**src/rtl/ow_pkg.sv**
```systemverilog
package ow_pkg;
  typedef enum logic [1:0] {
    DRV_IDLE = 2'd0,
    DRV_PRES = 2'd1,
    DRV_HOLD = 2'd2
  } drv_state_e;

  typedef struct packed {
    logic rise;
    logic fall;
  } edge_evt_t;
endpackage

```
**src/rtl/ow_edge_sync.sv**
```systemverilog
module ow_edge_sync #(
  parameter int SYNC_STAGES = 2
) (
  input  logic              clk_i,
  input  logic              rst_ni,
  input  logic              line_i,
  output ow_pkg::edge_evt_t evt_o
);
  logic [SYNC_STAGES-1:0] sync_q;
  logic                   prev_q;

  always_ff @(posedge clk_i) begin
    if (!rst_ni) begin
      sync_q <= '1;
      prev_q <= 1'b1;
    end else begin
      sync_q <= {sync_q[SYNC_STAGES-2:0], line_i};
      prev_q <= sync_q[SYNC_STAGES-1];
    end
  end

  always_comb begin
    evt_o.rise = sync_q[SYNC_STAGES-1] & ~prev_q;
    evt_o.fall = ~sync_q[SYNC_STAGES-1] & prev_q;
  end
endmodule

```
**src/rtl/ow_us_tick.sv**
```systemverilog
module ow_us_tick #(
  parameter int CLK_PER_US = 8
) (
  input  logic clk_i,
  input  logic rst_ni,
  input  logic restart_i,
  output logic tick_o
);
  localparam int DIV_W = (CLK_PER_US > 1) ? $clog2(CLK_PER_US) : 1;
  localparam logic [DIV_W-1:0] DIV_LAST = DIV_W'(CLK_PER_US - 1);
  localparam logic [DIV_W-1:0] DIV_RST  = DIV_W'((CLK_PER_US > 1) ? 1 : 0);

  logic [DIV_W-1:0] div_q;

  assign tick_o = (div_q == DIV_LAST);

  always_ff @(posedge clk_i) begin
    if (!rst_ni) begin
      div_q <= '0;
    end else if (restart_i) begin
      div_q <= DIV_RST;
    end else if (tick_o) begin
      div_q <= '0;
    end else begin
      div_q <= div_q + 1'b1;
    end
  end
endmodule

```
**src/rtl/ow_low_timer.sv**
```systemverilog
module ow_low_timer #(
  parameter int CNT_W = 10
) (
  input  logic             clk_i,
  input  logic             rst_ni,
  input  logic             restart_i,
  input  logic             tick_i,
  output logic [CNT_W-1:0] us_o
);
  logic [CNT_W-1:0] cnt_q;

  always_ff @(posedge clk_i) begin
    if (!rst_ni) begin
      cnt_q <= '0;
    end else if (restart_i) begin
      cnt_q <= '0;
    end else if (tick_i && (cnt_q != '1)) begin
      cnt_q <= cnt_q + 1'b1;
    end
  end

  assign us_o = cnt_q;
endmodule

```
**src/rtl/ow_drive_ctl.sv**
```systemverilog
module ow_drive_ctl #(
  parameter int PRESENCE_US = 120,
  parameter int HOLD0_US    = 15
) (
  input  logic clk_i,
  input  logic rst_ni,
  input  logic tick_i,
  input  logic start_pres_i,
  input  logic start_hold_i,
  output logic drive_o
);
  import ow_pkg::*;

  localparam int LONGEST = (PRESENCE_US > HOLD0_US) ? PRESENCE_US : HOLD0_US;
  localparam int DW      = $clog2(LONGEST + 1);
  localparam logic [DW-1:0] PRES_LOAD = DW'(PRESENCE_US);
  localparam logic [DW-1:0] HOLD_LOAD = DW'(HOLD0_US);

  drv_state_e    state_q;
  logic [DW-1:0] left_q;

  always_ff @(posedge clk_i) begin
    if (!rst_ni) begin
      state_q <= DRV_IDLE;
      left_q  <= '0;
    end else if (start_pres_i) begin
      state_q <= DRV_PRES;
      left_q  <= PRES_LOAD;
    end else if (start_hold_i && (state_q == DRV_IDLE)) begin
      state_q <= DRV_HOLD;
      left_q  <= HOLD_LOAD;
    end else if ((state_q != DRV_IDLE) && tick_i) begin
      if (left_q <= DW'(1)) begin
        state_q <= DRV_IDLE;
        left_q  <= '0;
      end else begin
        left_q <= left_q - 1'b1;
      end
    end
  end

  assign drive_o = (state_q != DRV_IDLE);
endmodule

```
**src/rtl/ow_slot_front.sv**
```systemverilog
module ow_slot_front #(
  parameter int CLK_PER_US  = 8,
  parameter int SYNC_STAGES = 2,
  parameter int RESET_US    = 256,
  parameter int ONE_MAX_US  = 16,
  parameter int PRESENCE_US = 120,
  parameter int HOLD0_US    = 15
) (
  input  logic clk_i,
  input  logic rst_ni,
  input  logic bus_i,
  output logic drive_low_o,
  input  logic tx_zero_i,
  output logic rst_o,
  output logic bit_valid_o,
  output logic bit_o
);
  import ow_pkg::*;

  localparam int CNT_W = $clog2(RESET_US + 1) + 1;
  localparam int GUARD = SYNC_STAGES + 2;
  localparam logic [CNT_W-1:0] RESET_LIM = CNT_W'(RESET_US);
  localparam logic [CNT_W-1:0] ONE_LIM   = CNT_W'(ONE_MAX_US);

  edge_evt_t        evt;
  logic             tick;
  logic [CNT_W-1:0] low_us;
  logic             drive;
  logic [GUARD-1:0] drv_hist_q;
  logic             self_mask;
  logic             ok_rise, ok_fall, edge_any, is_reset;
  logic             rst_q, bitv_q, bit_q;

  ow_edge_sync #(.SYNC_STAGES(SYNC_STAGES)) u_sync (
    .clk_i (clk_i),
    .rst_ni(rst_ni),
    .line_i(bus_i),
    .evt_o (evt)
  );

  // Edges within a short window of our own pull-down belong to us.
  always_ff @(posedge clk_i) begin
    if (!rst_ni) drv_hist_q <= '0;
    else         drv_hist_q <= {drv_hist_q[GUARD-2:0], drive};
  end

  assign self_mask = drive | (|drv_hist_q);
  assign ok_rise   = evt.rise & ~self_mask;
  assign ok_fall   = evt.fall & ~self_mask;
  assign edge_any  = ok_rise | ok_fall;

  ow_us_tick #(.CLK_PER_US(CLK_PER_US)) u_tick (
    .clk_i    (clk_i),
    .rst_ni   (rst_ni),
    .restart_i(edge_any),
    .tick_o   (tick)
  );

  ow_low_timer #(.CNT_W(CNT_W)) u_timer (
    .clk_i    (clk_i),
    .rst_ni   (rst_ni),
    .restart_i(edge_any),
    .tick_i   (tick),
    .us_o     (low_us)
  );

  assign is_reset = (low_us >= RESET_LIM);

  ow_drive_ctl #(
    .PRESENCE_US(PRESENCE_US),
    .HOLD0_US   (HOLD0_US)
  ) u_drive (
    .clk_i       (clk_i),
    .rst_ni      (rst_ni),
    .tick_i      (tick),
    .start_pres_i(ok_rise & is_reset),
    .start_hold_i(ok_fall & tx_zero_i),
    .drive_o     (drive)
  );

  always_ff @(posedge clk_i) begin
    if (!rst_ni) begin
      rst_q  <= 1'b0;
      bitv_q <= 1'b0;
      bit_q  <= 1'b0;
    end else begin
      rst_q  <= ok_rise & is_reset;
      bitv_q <= ok_rise & ~is_reset;
      if (ok_rise && !is_reset) bit_q <= (low_us < ONE_LIM);
    end
  end

  assign drive_low_o = drive;
  assign rst_o       = rst_q;
  assign bit_valid_o = bitv_q;
  assign bit_o       = bit_q;
endmodule

```
**config.mk**
```make
export PLATFORM = sky130hd
export DESIGN_NAME = ow_slot_front
export DESIGN_NICKNAME = d
export VERILOG_FILES = /design/src/rtl/ow_pkg.sv /design/src/rtl/ow_edge_sync.sv /design/src/rtl/ow_us_tick.sv /design/src/rtl/ow_low_timer.sv /design/src/rtl/ow_drive_ctl.sv /design/src/rtl/ow_slot_front.sv
export SDC_FILE = /design/constraint.sdc
export NUM_CORES = 1
export LEC_CHECK = 0
export ABC_AREA = 1
export BUFFER_PORTS_ARGS = -buffer_cell sky130_fd_sc_hd__buf_2
export CAP_MARGIN = 20
export CORE_MARGIN = 2
export CORE_UTILIZATION = 50
export DETAILED_ROUTE_END_ITERATION = 8
export GPL_TIMING_DRIVEN = 1
export PLACE_DENSITY = 0.69
export REMOVE_ABC_BUFFERS = 1
export SYNTH_ARGS = -nofsm -noshare
export SYNTH_HDL_FRONTEND = slang
export SYNTH_SLANG_ARGS = --single-unit
```
**constraint.sdc**
```tcl
create_clock -name clk_i -period 2.1 [get_ports clk_i]
set_clock_uncertainty 0.15 [all_clocks]
set_input_delay 0.42 -clock clk_i [delete_from_list [all_inputs] [get_ports clk_i]]
set_output_delay 0.42 -clock clk_i [all_outputs]
set_load 0.03 [all_outputs]
```
# Yosys cells after proc, flatten, opt, wreduce, memory -nomap -nowiden
# Index checks and enable logic that the tools add are counted.
# word_totals
regBits	32
latchBits	0
ramBits	0
mem_bits_ro	0
memories	0
# classes
n_addsub	3
mul	0
n_div	0
n_lt_le_gt_ge	3
n_eq_ne	2
shifts	0
muxes	10
bitwise_logic	14
n_reduce_logical	17
# op_table
op	count
$mux W7	4
$add A10 B1 Y10 const B	1
$ge A10 B9 Y1 const B	1
$lt A10 B5 Y1 const B	1
$ne A10 B10 Y1 const B	1
$and A1 B1 Y1	7
$le A7 B1 Y1 const B	1
$sub A7 B1 Y7 const B	1
$mux W2	3
$reduce_bool A2 Y1	3
$reduce_bool A3 Y1	2
$not A1 Y1	5
$logic_and A1 B1 Y1	4
$reduce_and A2 Y1	2
$reduce_or A2 Y1	2
$reduce_or A4 Y1	1
$add A3 B1 Y3 const B	1
$eq A3 B3 Y1 const B	1
$mux W1	3
$reduce_or A3 Y1	1
$logic_not A2 Y1	1
$or A1 B1 Y1	2
$logic_not A1 Y1	1

# Longest topological paths before layout
# logic_depth
word_depth	8
ltp_mapped	10

# By module
# A second synthesis with hierarchy kept.
# hier_totals
cells_unflattened	244
hier_area_um2	1694.1
# modules_own_cells
mod	n_inst	cells_each	area_each_um2
ow_drive_ctl	1	91	591.8
ow_low_timer	1	85	574.3
ow_slot_front	1	41	307.8
ow_us_tick	1	15	126.4
ow_edge_sync	1	12	93.8

# Worst setup path before layout
# Ideal clock, no wire load.
# synth_timing
kind	register to register
from	reg u_tick.div_q[0]
to	reg u_drive.left_q[3]
t_arrival_ns	1.273
required_ns	1.835
slack_ns	0.562
path_stages_with_launch	9
n_path_buf	1
synth_period_minus_slack_ns	1.538
path_cell_list	dfxtp_1 > ha_1 > ha_1 > buf_2 > nand2_2 > inv_2 > nand3_1 > nand4_1 > and2_1
# synth_between
elab_chain_len	3
# synth_rtl
element	line_no	source
start, declared	ow_us_tick.sv:13	logic [DIV_W-1:0] div_q;
start signal, assigned	ow_us_tick.sv:25	div_q <= div_q + 1'b1;
$eq A3 B3 Y1	ow_us_tick.sv:15	assign tick_o = (div_q == DIV_LAST);
$logic_and A1 B1 Y1	ow_drive_ctl.sv:32	end else if ((state_q != DRV_IDLE) && tick_i) begin
$reduce_bool A3 Y1 (no source line)	--	
end signal, assigned	ow_drive_ctl.sv:37	left_q <= left_q - 1'b1;
end, declared	ow_drive_ctl.sv:20	logic [DW-1:0] left_q;
# Every way passes these cells.
# A chain may end at the register's enable or synchronous reset.

# Worst setup path after layout
# layout_timing
from	reg u_drive.state_q[0]
to	out drive_low_o
# layout_between
elab_chain_len	1
# layout_rtl
element	line_no	source
start, declared	ow_drive_ctl.sv:19	drv_state_e state_q;
start signal, assigned	ow_drive_ctl.sv:24	state_q <= DRV_IDLE;
start signal, assigned	ow_drive_ctl.sv:27	state_q <= DRV_PRES;
start signal, assigned	ow_drive_ctl.sv:30	state_q <= DRV_HOLD;
$reduce_bool A2 Y1	ow_drive_ctl.sv:42	assign drive_o = (state_q != DRV_IDLE);
end, declared	ow_slot_front.sv:12	output logic drive_low_o,
# Every way passes these cells.

==> results by group <==
Setup path
  – RR Endpoint: u_drive.left_q[5]
  – Worst reg-to-reg path cell count: 8
  – Worst EP required: 1.53 ns
  – Kind of end point of the critical path: primary output
  – CP max stage delay: 0.35 ns
  – Crit path cell chain: nor2_2, inv_2, buf_2
  – Data arrival time of the critical path: 1.16 ns
  – Startpoint type of the worst setup path: register
  – FF-to-FF Start: u_tick.div_q[0]
  – Slowest CP cell: dfxtp_1
  – Crit-path max FO: 3
  – Reg2reg setup slack: 0.37 ns
  – Crit Path Class: reg -> out

Place
  – Hpwl dp: 2025 um
  – Pre-CTS WS: 0.4179 ns
  – Port Buffers: 7
  – Cell total after placement: 268
  – Placer congestion estimate: 0.8304

Clock tree
  – CTS Buffer Depth: 2
  – Clk Latency, worst-skew pair: 0.35 ns
  – CTS H-Tree Depth: 2
  – CTS sink count: 32
  – Worst-path clk slew: 0.10 ns
  – Num CTS Buffers: 5
  – CTS tree: done
  – Clk root buf: clkbuf_4
  – Post-CTS Resized: 0
  – # Post-CTS Setup Buffers: 0
  – Hold_buf cts: 0

Die
  – Row count: 20
  – Initial core utilization: 52.48%
  – Io pins: 8
  – Die X: 60.38 um
  – Die Span Y: 60.38 um
  – Die ar.: 3645 um2
  – Core area: 3028 um2

Synth
  – Most common cell in the netlist: nand2_1
  – #FFs+latches synth: 32
  – Seq/Total Area, Yosys: 40.31%
  – Synth area leader: dfxtp_1
  – Synth area leaders: dfxtp_1 40%, nand2_1 11%, inv_1 6.9%
  – Post-synth EDFFs: 0
  – Post-synth top area share: 40.31%
  – Yosys cell types: 32
  – Synth cell count leaders: 48 x nand2_1, 32 x dfxtp_1, 29 x inv_1
  – Post-synth ARST share: 0%
  – Synth Cell Area: 1589 um2
  – Most used DFF post-synth: dfxtp_1
  – Synth warn: 0
  – Mapped Cells: 219
  – Syn avg cell area: 7.256 um2

Final layout
  – Register Area: 640.6 um2
  – Inserted Diodes: 0
  – # nets final: 240
  – Share of cells above drive strength 1: 17.24%
  – Util after Layout: 57.81%
  – Fill cell count: 294
  – Multi-input combinational cell area: 809.5 um2
  – Fin cells: 276
  – Area delta synth->final: 10.16%

Detailed routing
  – DR iter-0 viols: 75
  – Final ANT Viol Nets: 0
  – TritonRoute pass-1 iters: 4
  – Drt drc: 0
  – Wire per inst: 10.20 um
  – Via count: 1326
  – Vias per cell: 4.804
  – WL final: 2816 um

Global routing
  – Initial antenna violation count: 0
  – First-pass GRT wire length: 4995 um
  – Vias in the first global route: 1213
  – Met1 Track Usage GR: 22.34%
  – Pin count of the biggest net entering global routing: 13
  – Layer with the highest usage: met2
  – Grt ovf: 0
  – M3 GR Usage: 7.463%
  – GR Layer Usage met2: 28.73%
  – GRT Resource Usage Total: 18.53%

Power
  – Max IR drop VDD: 504.0 uV
  – Cell Pwr Density: 680.4 nW/um2
  – P_leak: 0.8330 nW

Timing
  – Final Critical Period: 1.733 ns
  – WHS: 0.1089 ns
  – Max-slew headroom: 76.69%
  – RSZ-0062 raised after global routing: false
  – Setup Viol. Count Final: 0
  – Setup_tns: 0 ns
  – Achievable Freq: 0.5771 GHz
  – Final period util: 82.52%
  – Final WS setup: 0.3671 ns
  – Worst-Margin Slew: 0.3497 ns
  – Final Hold Fails: 0
  – Slew Viols, Final: 0

Worst hold path
  – Hold path startpoint: bus_i
  – Worst hold path type: in -> reg
  – Hold path depth: 2
  – Endpoint, Worst Hold: u_sync.sync_q[0]

Job
  – Max cap viols: 0

Outcome
  – Status: finished, final reports clean
==> layer usage <==
metal  vias up  share of wire (%)
li1        711                  -
met5         -                  0
met1       573                 50
met4         0                2.7
met2        34                 43
met3         8                4.6
==> area by class of cell <==
| cell class | count | share of cell area, % |
|---|---|---|
| clock buffer | 5 | 2.144 |
| sequential | 32 | 36.60 |
| tap | 44 | 3.145 |
| timing repair buffer | 7 | 2.001 |
| inverter | 34 | 7.434 |
| clock inverter | 3 | 2.430 |
| multi-input combinational | 151 | 46.25 |
==> cell families after synthesis <==
| group | share of synthesized area [%] |
|---|---|
| xor+xnor | 1.103 |
| compound gates | 8.505 |
| buf+inv | 8.739 |
| fa+ha+maj | 3.937 |
| simple gates | 37.40 |
| flops | 40.31 |
==> per-stage QoR <==
step / total power [mW] / instance area, um2
6_report: 1.191 / 1750
5_1_grt: 1.249 / 1750
4_1_cts: 1.200 / 1750
3_5_place_dp: 0.7315 / 1670
3_3_place_gp: 0.7309 / 1670
2_1_floorplan: 0.7081 / 1580
==> worst max-delay path by stage <==
stage | startpoint | to | slack [ns]
6_report | u_drive.state_q[0] | drive_low_o | 0.37
5_1_grt | u_tick.div_q[0] | u_drive.left_q[6] | 0.19
4_1_cts | u_drive.state_q[0] | drive_low_o | 0.38
3_5_place_dp | u_tick.div_q[0] | u_drive.left_q[6] | 0.42
3_3_place_gp | u_tick.div_q[0] | u_drive.left_q[3] | 0.45
2_1_floorplan | u_tick.div_q[0] | u_drive.left_q[3] | 0.56
==> flip-flops by register name (all words and copies together) (netlist names) <==
name             count
u_drive.state_q      2
bit_valid_o          1
drv_hist_q           4
bit_o                1
u_timer.us_o        10
u_sync.sync_q        2
u_drive.left_q       7
u_sync.prev_q        1
rst_o                1
u_tick.div_q         3
==> where the power goes <==
part / internal, mW / switching, mW / leakage, nW
Sequential: 0.619 / 0.00646 / 0.259
Clock: 0.248 / 0.226 / 0.0412
Combinational: 0.0333 / 0.0575 / 0.532
Total: 0.901 / 0.290 / 0.833
==> critical path, delay by kind of cell, from the launching register on <==
family                 cells  cell delay [ns]
buffers and inverters      2             0.29
DFF                        1             0.35
and+or+nand+nor            1             0.18
==> cells in the final DEF (no fill, tap or decap), types with 3 or more instances in the layout <==
| cell type | count |
|---|---|
| a21oi_1 | 12 |
| buf_2 | 7 |
| clkbuf_4 | 5 |
| dfxtp_1 | 32 |
| ha_1 | 5 |
| inv_1 | 29 |
| inv_2 | 4 |
| nand2_1 | 48 |
| nand2_2 | 5 |
| nand3_1 | 17 |
| nand4_1 | 3 |
| nor2_1 | 27 |
| nor3_1 | 4 |
| o21ai_0 | 4 |
| o21ai_1 | 3 |
| or2_2 | 3 |
No activity file was read; power rests on OpenSTA's default activity.
